==> src/rtl/dstop_pkg.sv <==
`timescale 1ns/1ps
package dstop_pkg;
  typedef enum logic [1:0] {
    ST_IDLE = 2'd0,
    ST_SEND = 2'd1,
    ST_WAIT = 2'd2,
    ST_DONE = 2'd3
  } dstop_state_e;

  localparam logic KIND_DOMAIN = 1'b0;
  localparam logic KIND_RESET  = 1'b1;
endpackage

==> src/rtl/dstop_pick.sv <==
`timescale 1ns/1ps
// Chooses one stop event among expander, switch-unit and peer sources.
module dstop_pick #(
  parameter int NE = 8,
  parameter int NX = 4,
  parameter int NS = 2,
  parameter int PW = 3
) (
  input  logic [NE-1:0]    exp_req,
  input  logic [NE-1:0]    exp_type,
  input  logic [NE*NS-1:0] exp_slots,
  input  logic [NX-1:0]    xu_req,
  input  logic [NX-1:0]    xu_type,
  input  logic [NX*PW-1:0] xu_port,
  input  logic             peer_valid,
  input  logic             peer_type,
  input  logic [PW-1:0]    peer_port,
  input  logic [NS-1:0]    peer_slots,
  output logic             win_valid,
  output logic             win_local,
  output logic             win_type,
  output logic [PW-1:0]    win_port,
  output logic [NS-1:0]    win_slots
);
  // Sources are scanned expanders, then switch units, then peer;
  // strict less-than keeps the earlier source on an equal port.
  always_comb begin
    win_valid = 1'b0;
    win_local = 1'b0;
    win_type  = 1'b0;
    win_port  = '0;
    win_slots = '0;
    for (int i = 0; i < NE; i++) begin
      if (exp_req[i] && (!win_valid || (PW'(i) < win_port))) begin
        win_valid = 1'b1;
        win_local = 1'b1;
        win_type  = exp_type[i];
        win_port  = PW'(i);
        win_slots = exp_slots[i*NS +: NS];
      end
    end
    for (int j = 0; j < NX; j++) begin
      if (xu_req[j] && (int'(xu_port[j*PW +: PW]) < NE) &&
          (!win_valid || (xu_port[j*PW +: PW] < win_port))) begin
        win_valid = 1'b1;
        win_local = 1'b1;
        win_type  = xu_type[j];
        win_port  = xu_port[j*PW +: PW];
        win_slots = '0;
      end
    end
    if (peer_valid && (int'(peer_port) < NE) &&
        (!win_valid || (peer_port < win_port))) begin
      win_valid = 1'b1;
      win_local = 1'b0;
      win_type  = peer_type;
      win_port  = peer_port;
      win_slots = peer_slots;
    end
  end
endmodule

==> src/rtl/dstop_mask.sv <==
`timescale 1ns/1ps
// Crossbar stop mask for one errored port.
module dstop_mask #(
  parameter int NE = 8,
  parameter int PW = 3
) (
  input  logic [PW-1:0]    err_port,
  input  logic [NE-1:0]    split_cfg,
  input  logic [NE*NE-1:0] comm_cfg,
  output logic [NE-1:0]    stop_mask
);
  logic [NE-1:0] row;
  logic          err_split;

  always_comb begin
    row       = '0;
    err_split = 1'b0;
    for (int p = 0; p < NE; p++) begin
      if (err_port == PW'(p)) begin
        row       = comm_cfg[p*NE +: NE];
        err_split = split_cfg[p];
      end
    end
  end

  for (genvar q = 0; q < NE; q++) begin : g_bit
    assign stop_mask[q] = (err_port == PW'(q)) ||
                          (!err_split && !split_cfg[q] && row[q]);
  end
endmodule

==> src/rtl/dstop_ackcol.sv <==
`timescale 1ns/1ps
// Collects acknowledges from every resource while enabled.
module dstop_ackcol #(
  parameter int NR = 4
) (
  input  logic          clk,
  input  logic          rst_n,
  input  logic          en,
  input  logic [NR-1:0] ack,
  output logic          all_seen
);
  logic [NR-1:0] seen_q;

  always_ff @(posedge clk) begin
    if (!rst_n || !en) seen_q <= '0;
    else               seen_q <= seen_q | ack;
  end

  assign all_seen = en && (&(seen_q | ack));
endmodule

==> src/rtl/dstop_arbiter.sv <==
`timescale 1ns/1ps
module dstop_arbiter #(
  parameter int NE = 8,
  parameter int NX = 4,
  parameter int NS = 2,
  parameter int NR = 4,
  localparam int PW = (NE > 1) ? $clog2(NE) : 1
) (
  input  logic             clk,
  input  logic             rst_n,
  input  logic             sw_clear,
  input  logic [NE-1:0]    exp_req,
  input  logic [NE-1:0]    exp_type,
  input  logic [NE*NS-1:0] exp_slots,
  input  logic [NX-1:0]    xu_req,
  input  logic [NX-1:0]    xu_type,
  input  logic [NX*PW-1:0] xu_port,
  input  logic             peer_in_valid,
  input  logic             peer_in_type,
  input  logic [PW-1:0]    peer_in_port,
  input  logic [NS-1:0]    peer_in_slots,
  input  logic [NE-1:0]    split_cfg,
  input  logic [NE*NE-1:0] comm_cfg,
  output logic             peer_out_valid,
  output logic             peer_out_type,
  output logic [PW-1:0]    peer_out_port,
  output logic [NS-1:0]    peer_out_slots,
  output logic             dem_valid,
  input  logic             dem_ready,
  output logic             dem_type,
  output logic [PW-1:0]    dem_port,
  output logic [NS-1:0]    dem_slots,
  output logic [NE-1:0]    port_stop,
  input  logic [NR-1:0]    ack,
  output logic             sc_irq
);
  import dstop_pkg::*;

  dstop_state_e  state_q;
  logic          ev_type_q;
  logic [PW-1:0] ev_port_q;
  logic [NS-1:0] ev_slots_q;
  logic [NE-1:0] ev_mask_q;
  logic          notify_q;

  logic          win_valid, win_local, win_type;
  logic [PW-1:0] win_port;
  logic [NS-1:0] win_slots;
  logic [NE-1:0] win_mask;
  logic          acks_done;

  dstop_pick #(.NE(NE), .NX(NX), .NS(NS), .PW(PW)) u_pick (
    .exp_req    (exp_req),
    .exp_type   (exp_type),
    .exp_slots  (exp_slots),
    .xu_req     (xu_req),
    .xu_type    (xu_type),
    .xu_port    (xu_port),
    .peer_valid (peer_in_valid),
    .peer_type  (peer_in_type),
    .peer_port  (peer_in_port),
    .peer_slots (peer_in_slots),
    .win_valid  (win_valid),
    .win_local  (win_local),
    .win_type   (win_type),
    .win_port   (win_port),
    .win_slots  (win_slots)
  );

  dstop_mask #(.NE(NE), .PW(PW)) u_mask (
    .err_port  (win_port),
    .split_cfg (split_cfg),
    .comm_cfg  (comm_cfg),
    .stop_mask (win_mask)
  );

  dstop_ackcol #(.NR(NR)) u_ack (
    .clk      (clk),
    .rst_n    (rst_n),
    .en       (state_q == ST_WAIT),
    .ack      (ack),
    .all_seen (acks_done)
  );

  always_ff @(posedge clk) begin
    if (!rst_n || sw_clear) begin
      state_q    <= ST_IDLE;
      ev_type_q  <= KIND_DOMAIN;
      ev_port_q  <= '0;
      ev_slots_q <= '0;
      ev_mask_q  <= '0;
      notify_q   <= 1'b0;
    end else begin
      notify_q <= 1'b0;
      unique case (state_q)
        ST_IDLE: if (win_valid) begin
          state_q    <= ST_SEND;
          ev_type_q  <= win_type;
          ev_port_q  <= win_port;
          ev_slots_q <= win_slots;
          ev_mask_q  <= win_mask;
          notify_q   <= win_local;
        end
        ST_SEND: if (dem_ready) state_q <= ST_WAIT;
        ST_WAIT: if (acks_done) state_q <= ST_DONE;
        ST_DONE: state_q <= ST_DONE;
        default: state_q <= ST_IDLE;
      endcase
    end
  end

  assign dem_valid      = (state_q == ST_SEND);
  assign dem_type       = ev_type_q;
  assign dem_port       = ev_port_q;
  assign dem_slots      = ev_slots_q;
  assign port_stop      = ev_mask_q;
  assign sc_irq         = (state_q == ST_DONE);
  assign peer_out_valid = notify_q;
  assign peer_out_type  = ev_type_q;
  assign peer_out_port  = ev_port_q;
  assign peer_out_slots = ev_slots_q;
endmodule

==> config.mk <==
export PLATFORM = sky130hd
export DESIGN_NAME = dstop_arbiter
export DESIGN_NICKNAME = d
export VERILOG_FILES = /design/src/rtl/dstop_pkg.sv /design/src/rtl/dstop_pick.sv /design/src/rtl/dstop_mask.sv /design/src/rtl/dstop_ackcol.sv /design/src/rtl/dstop_arbiter.sv
export SDC_FILE = /design/constraint.sdc
export NUM_CORES = 1
export LEC_CHECK = 0
export BUFFER_PORTS_ARGS = -buffer_cell sky130_fd_sc_hd__clkbuf_2
export CORE_ASPECT_RATIO = 0.9
export CORE_UTILIZATION = 46
export DETAILED_ROUTE_END_ITERATION = 7
export PLACE_DENSITY_LB_ADDON = 0.25
export SLEW_MARGIN = 15
export SYNTH_ARGS = -nofsm -noshare
export SYNTH_HDL_FRONTEND = slang
export SYNTH_HIERARCHICAL = 1
export SYNTH_SLANG_ARGS = --single-unit
==> constraint.sdc <==
create_clock -name clk -period 10 [get_ports clk]
set_clock_uncertainty 0.15 [all_clocks]
set_input_delay 0 -clock clk [delete_from_list [all_inputs] [get_ports clk]]
set_output_delay 0 -clock clk [all_outputs]
set_load 0.05 [all_outputs]
After elaboration in Yosys (flattened, before gate mapping)
Index checks and enable logic that the tools add are counted.
W data, S select, Z words.
Operators by class
  magnitude comparators: 11
  equality and inequality tests: 13
  mux-type cells: 71
  bitwise logic cells: 3
  reduce and logical (&&, ||, !) cells: 79
Operator list (count)
  $mux W8: 8
  $mux W1: 35
  $mux W3: 11
  $mux W2: 16
  $logic_and A1 B1 Y1: 29
  $logic_not A1 Y1: 23
  $logic_or A1 B1 Y1: 21
  $lt A3 B3 Y1: 5
  $eq A3 B3 Y1 const B: 4
  $lt A3 B3 Y1 const A: 4
  $pmux W2 S4: 1
  $eq A3 B2 Y1 const B: 2
  $eq A2 B2 Y1 const B: 2
  $ne A2 B1 Y1 const B: 2
  $or A4 B4 Y4: 1
  $reduce_and A4 Y1: 1
  $reduce_or A4 Y1: 1
  $eq A3 B1 Y1 const B: 1
  $logic_not A3 Y1: 1
  $lt A2 B3 Y1 const A: 1
  $reduce_and A3 Y1: 1
  $eq A2 B1 Y1 const B: 1
  $logic_not A2 Y1: 1
  $lt A2 B1 Y1 const A: 1
  other kinds (3): 4
Storage, ports and cells
  register bits after elaboration: 21
  bits of input ports: 139
  output and inout bits: 23
  logic and storage cells: 184

Depth between registers and ports, before layout
  word-level depth: 61
  mapped depth: 43
  depth with buffers taken out: 39

By module
Netlist, hierarchy kept.
Modules (own cells, without submodules)
  dstop_pick: instances 1, cells each 162, area each 1216.2 sq um, sequential area each 0.0 sq um
  dstop_mask: instances 1, cells each 123, area each 875.8 sq um, sequential area each 0.0 sq um
  dstop_arbiter: instances 1, cells each 85, area each 698.2 sq um, sequential area each 340.3 sq um
  dstop_ackcol: instances 1, cells each 15, area each 131.4 sq um, sequential area each 80.1 sq um

Worst setup path before layout
OpenSTA, ideal clock, no wires.
  path kind: in2reg
  from: input exp_req[0]
  to: register ev_mask_q[4], in the netlist port_stop[4]
  library setup time: 70 ps
  data arrival time: 7768 ps
  required time: 9780 ps
  slack: 2012 ps
  stages on the path: 40
  path buffers: 3
  path through: clkbuf_1 -> nor4_4 -> nand2_1 -> ha_1 -> a31oi_1 -> o21a_1 -> o21a_1 -> mux2_2 -> ha_1 -> nand2_1 -> a221o_1 -> and3b_1 -> a21o_1 -> ha_1 -> o21ai_0 -> nand2b_1 -> a21boi_0 -> o21bai_2 -> [... 4 more ...] -> and2_1 -> nand3_1 -> a311o_2 -> o211ai_1 -> a21oi_1 -> a22o_1 -> ha_1 -> nor4b_1 -> a32oi_4 -> mux2i_1 -> buf_6 -> buf_6 -> mux2i_1 -> a2bb2oi_2 -> nand3_2 -> o32ai_1 -> nand2_1 -> a21oi_1
Between the ends
  cells in the longest elaborated chain, start to end: 61
Ends and longest elaborated chain
  from (decl): line dstop_arbiter.sv:12  | input logic [NE-1:0] exp_req,
  $mux W1 (*): line dstop_pick.sv:34  | if (exp_req[i] && (!win_valid || (PW'(i) < win_port))) begin
  $logic_not A1 Y1: line dstop_pick.sv:34
  $logic_and A1 B1 Y1: line dstop_pick.sv:34
  $mux W1: line dstop_pick.sv:34
  $lt A2 B1 Y1 or $logic_not A1 Y1 (tied branches): line dstop_pick.sv:34
  $logic_or A1 B1 Y1: line dstop_pick.sv:34
  $logic_and A1 B1 Y1: line dstop_pick.sv:34
  $mux W3 or $mux W1 (tied branches): line dstop_pick.sv:34
  [... 39 more ...]
  $mux W3 (*): line dstop_pick.sv:52  | if (peer_valid && (int'(peer_port) < NE) &&
  named net win_port[1]: line dstop_arbiter.sv:47  | logic [PW-1:0] win_port;
  $logic_not A3 Y1: line dstop_mask.sv:19  | if (err_port == PW'(p)) begin
  $mux W1 (8 in a row): line dstop_mask.sv:19
  $logic_not A1 Y1: line dstop_mask.sv:28  | (!err_split && !split_cfg[q] && row[q]);
  $logic_and A1 B1 Y1 (2 in a row): line dstop_mask.sv:28
  $logic_or A1 B1 Y1 (*): line dstop_mask.sv:27  | assign stop_mask[q] = (err_port == PW'(q)) ||
  named net win_mask[4]: line dstop_arbiter.sv:49  | logic [NE-1:0] win_mask;
  to (signal assigned): line dstop_arbiter.sv:101  | ev_mask_q <= win_mask;
  to (decl): line dstop_arbiter.sv:43  | logic [NE-1:0] ev_mask_q;
The timed path passes the listed nets; every way through them passes the cells marked *.
A chain may end at the register's enable or synchronous reset.

Worst setup path after layout
  from: input exp_req[5]
  to: register ev_mask_q[3], in the netlist port_stop[3]
Between the ends
  cells in the longest elaborated chain, start to end: 43
Ends and longest elaborated chain (line)
  $logic_and A1 B1 Y1 (*): dstop_pick.sv:34
  $mux W3 or $mux W1 (tied branches): dstop_pick.sv:34
  $lt A3 B3 Y1 or $logic_not A1 Y1 (tied branches): dstop_pick.sv:34
  $logic_or A1 B1 Y1: dstop_pick.sv:34
  $logic_and A1 B1 Y1: dstop_pick.sv:34
  $mux W3 or $mux W1 (tied branches): dstop_pick.sv:34
  $lt A3 B3 Y1 or $logic_not A1 Y1 (tied branches): dstop_pick.sv:34
  $logic_or A1 B1 Y1: dstop_pick.sv:34
  [... 21 more ...]
  $mux W3 (*): dstop_pick.sv:52
  named net win_port[1]: dstop_arbiter.sv:47
  $logic_not A3 Y1: dstop_mask.sv:19
  $mux W1 (8 in a row): dstop_mask.sv:19
  $logic_not A1 Y1: dstop_mask.sv:28
  $logic_and A1 B1 Y1 (2 in a row): dstop_mask.sv:28
  $logic_or A1 B1 Y1 (*): dstop_mask.sv:27
  named net win_mask[3]: dstop_arbiter.sv:49
Marked as above.

==> results by stage <==
Floorplanning:
- The die footprint is 0.00667 mm².
- During I/O placement, the number of pins put on the boundary was 162.
- The die is 86.0 µm wide.
- The initialized floorplan defines 27 standard-cell rows.
- The die is 77.6 µm tall.
- For this configuration, the core starts out at a cell density of 47.8%.
- The area of the core region is 0.00611 mm².

Min path:
- The tightest min-delay check is of the input port to flop type.
- The hold path depth is 4.
- The end of the worst hold path is dem_type.
- The worst hold path begins at peer_in_type.

Timing:
- Based on the critical path, the design can be clocked at up to 109 MHz.
- The time the final worst path needs with I/O delays and setup is 9.18 ns.
- The hold violation total from the final report was 0.
- Setup repair after global routing left no endpoint under its margin.
- The fraction of the cycle the final worst path needs is 91.8%.
- The setup-violating endpoint count in the final report is 0.
- The count of final max-slew check failures is 0.
- The smallest setup slack after layout is 0.824 ns.
- The aggregate negative setup slack is 0 ns.
- The relative max-transition margin is 43.7%.
- The slew at the pin closest to its max-slew limit is 0.840 ns.

Clocking:
- The worst-skew pair later-pin latency is 0.25 ns.
- The maximum buffer depth of the clock tree is 2.
- Clock-pin slew was measured on the worst setup and hold paths at 0.07 ns.
- Post-CTS timing repair inserted 0 buffers for setup.
- The total number of clock tree sinks is 21.
- The clock tree from TritonCTS is done.
- Clock tree synthesis selected as its root buffer the cell sky130_fd_sc_hd__clkbuf_8.
- In this run the number of H-tree levels came out at 1.
- The number of buffers created by CTS is 3.

Worst setup path:
- STA classifies the critical path startpoint as an input port.
- The delay contributed by the slowest stage of the critical path is 0.71 ns.
- In this run the register-to-register setup slack is 8.24 ns.
- The worst register-to-register path ends at u_ack/seen_q[1].
- The slowest library cell on the worst path is sky130_fd_sc_hd__mux2i_4.
- The category of the worst setup path capture point is a flop.
- The number of cells on the worst reg-to-reg path is 4.
- For the worst setup path, the data arrival time is 9.20 ns.
- The launching point of the worst reg2reg path is state_q[1].
- By startpoint and endpoint, the worst setup path is classified as input port to flop.
- The required time at the endpoint of the critical path is 10.03 ns.
- The highest net fanout along the worst path is 21.
- The most frequent cell on the critical path is sky130_fd_sc_hd__ha_1.

Yosys:
- By area the synthesized netlist is led by sky130_fd_sc_hd__dfxtp_1, sky130_fd_sc_hd__nand2_1, sky130_fd_sc_hd__a21oi_1.
- The synthesized design spends more area on one cell type than any other, namely sky130_fd_sc_hd__dfxtp_1.
- When the netlist entered floorplanning its net count stood at 532.
- The predominant post-synthesis flop cell is sky130_fd_sc_hd__dfxtp_1.
- The number of synthesized register bits is 21.
- The sequential share of the synthesized area is 14.4%.
- The share of flip-flops with an asynchronous set or reset after synthesis is 0%.
- Synthesis handed over a netlist of 385 instances.
- The number of enable-type register cells in the synthesized netlist is 0.
- The number of unique standard cell types used by synthesis is 82.
- The top cell type by area accounts for 14.4% of the synthesized area.
- The most common cell in the synthesized netlist is sky130_fd_sc_hd__nand2_1.
- The per-instance average area after synthesis is 7.59 µm².
- The count of yosys warnings during synthesis is 6.
- By count the netlist is led by sky130_fd_sc_hd__nand2_1, sky130_fd_sc_hd__a21oi_1, sky130_fd_sc_hd__nor2_1.
- The post-synthesis instance area is 0.00292 mm².

Global route:
- Global routing used 24.4% of the available tracks.
- The total congestion overflow after global routing is 0.
- Entering global routing, the biggest net connects 25 pins.
- The first global-routing pass estimated 13500 µm of wire.
- The number of global-route vias before repair is 3112.
- The number of antenna violations at the first check in global routing is 0.

Placed design:
- The cell count after placement is 608.
- The post-place instance area is 0.00369 mm².
- During placement, the flow inserted port buffers numbering 156.
- Routability-driven placement finished with a final weighted congestion of 0.910.
- The total half-perimeter wirelength after legalization and detailed placement is 6790 µm.
- The post-place setup slack is 0.572 ns.

Run status:
- The run finished with clean final reports.

Final layout:
- The fill cell instance count of the final layout is 580.
- With fillers left out, the area of the finished cells amounts to 0.00384 mm².
- The final layout contains 684 nets.
- The synthesis-to-layout area growth is 31.6%.
- The final instance count without filler cells is 623.
- The repair_antennas step left the layout with diodes totalling 0.
- The post-route netlist has 39.6% of its cells at a drive strength greater than 1.

Routing:
- The post-detailed-route count of antenna-violating nets is 0.
- The remaining routing DRC violations is 0.
- The detailed router's first-iteration violation count is 128.
- The first TritonRoute pass finished after 4 iterations.
- Dividing the detail-routed via count by the number of cells gives 5.50.
- The total via count in the routed design is 3428.
- The mean routed wirelength per cell is 13.6 µm.
- The detailed-route wire length is 8470 µm.

Power and ir drop:
- IR analysis of the VDD net gives a maximum drop of 0.0000469 V.
- The total power per unit cell area is 132 mW/mm².
- The leakage power is 0.00186 µW.

Flow run:
- The number of max-capacitance violations reported is 0.
-- layer usage --
layer,vias to the layer above,wire [µm],track usage [%]
li1,1729,-,-
met1,1562,3790,30.1
met2,129,4090,46.1
met3,8,519,1.91
met4,0,64,4.67
met5,-,0,0
-- stage by stage --
stage	utilization, %	power (µW)	hold WS (ns)
after floorplan	-	371	-0.0151
after global placement	60.3	443	0.0932
after detailed placement	60.3	448	0.103
after CTS	62.9	505	0.000101
after global routing	62.9	543	0.0133
final	62.9	505	0.00604
-- report_power, final --
part	switching (µW)	leakage [µW]	internal, µW
Combinational	205	0.00167	151
Sequential	4.58	0.000171	90.3
Clock	26.4	0.0000228	28.3
-- flip-flops by register name (all words and copies together) (netlist names) --
name,cells
port_stop,8
u_ack/seen_q,4
dem_port,3
dem_slots,2
state_q,2
dem_type,1
peer_out_valid,1
-- worst max-delay path, delay by kind of cell --
kind | cells | cell delay [ns]
AND/OR/NAND/NOR | 9 | 1.56
adder cells (fa/ha/maj) | 5 | 1.44
multiplexers | 3 | 1.51
AO/OA/AOI/OAI | 20 | 4.20
buffers and inverters | 2 | 0.47
-- worst max-delay path by stage --
stage	from	end	slack, ns	cells past startpoint
floorplan	exp_req[0]	port_stop[4]	2.01	40
global placement	exp_req[5]	port_stop[2]	0.71	39
detailed placement	exp_req[5]	port_stop[2]	0.57	39
CTS	exp_req[5]	port_stop[0]	0.81	38
global route	exp_req[5]	port_stop[2]	0.13	39
finish	exp_req[5]	port_stop[3]	0.82	39
-- layout by cell type (no fill, tap or decap), types with 6 or more instances in the layout --
| cell type | instances |
|---|---|
| sky130_fd_sc_hd__clkbuf_2 | 156 |
| sky130_fd_sc_hd__nand2_1 | 49 |
| sky130_fd_sc_hd__a21oi_1 | 32 |
| sky130_fd_sc_hd__nor2_1 | 26 |
| sky130_fd_sc_hd__o21ai_0 | 25 |
| sky130_fd_sc_hd__inv_1 | 21 |
| sky130_fd_sc_hd__dfxtp_1 | 21 |
| sky130_fd_sc_hd__dlygate4sd3_1 | 11 |
| sky130_fd_sc_hd__mux2i_1 | 11 |
| sky130_fd_sc_hd__nor2b_1 | 10 |
| sky130_fd_sc_hd__nor3_1 | 9 |
| sky130_fd_sc_hd__mux2_2 | 8 |
| sky130_fd_sc_hd__ha_1 | 8 |
| sky130_fd_sc_hd__o21a_1 | 7 |
| sky130_fd_sc_hd__nand2b_1 | 6 |
| sky130_fd_sc_hd__buf_4 | 6 |
| sky130_fd_sc_hd__nand3_1 | 6 |
-- area by class of cell --
type / count / area [µm²] / area share [%]
repair buffers: 173 / 936 / 24.3
inverters: 22 / 82.6 / 2.15
well taps: 87 / 109 / 2.83
flip-flops and latches: 21 / 420 / 10.9
multi-input cells: 316 / 2250 / 58.6
clock buffers: 4 / 45.0 / 1.17
-- cells by family (layout without fill, tap and decap cells) --
| group | after synthesis | count (layout) | share of synthesized area (%) |
|---|---|---|---|
| AND/OR/NAND/NOR | 144 | 144 | 26.7 |
| AO/OA/AOI/OAI | 136 | 136 | 34.5 |
| buffers and inverters | 48 | 199 | 9.55 |
| multiplexers | 28 | 28 | 11.5 |
| flip-flops | 21 | 21 | 14.4 |
| adder cells (fa/ha/maj) | 8 | 8 | 3.43 |
-- timing repair --
| action | in CTS | in global routing |
|---|---|---|
| resized for setup | 0 | 0 |
| setup endpoints to repair | 0 | 0 |
| endpoints found under the hold margin | 8 | 0 |
| hold buffers | 11 | 0 |
Power figures use the tool's default switching activity.
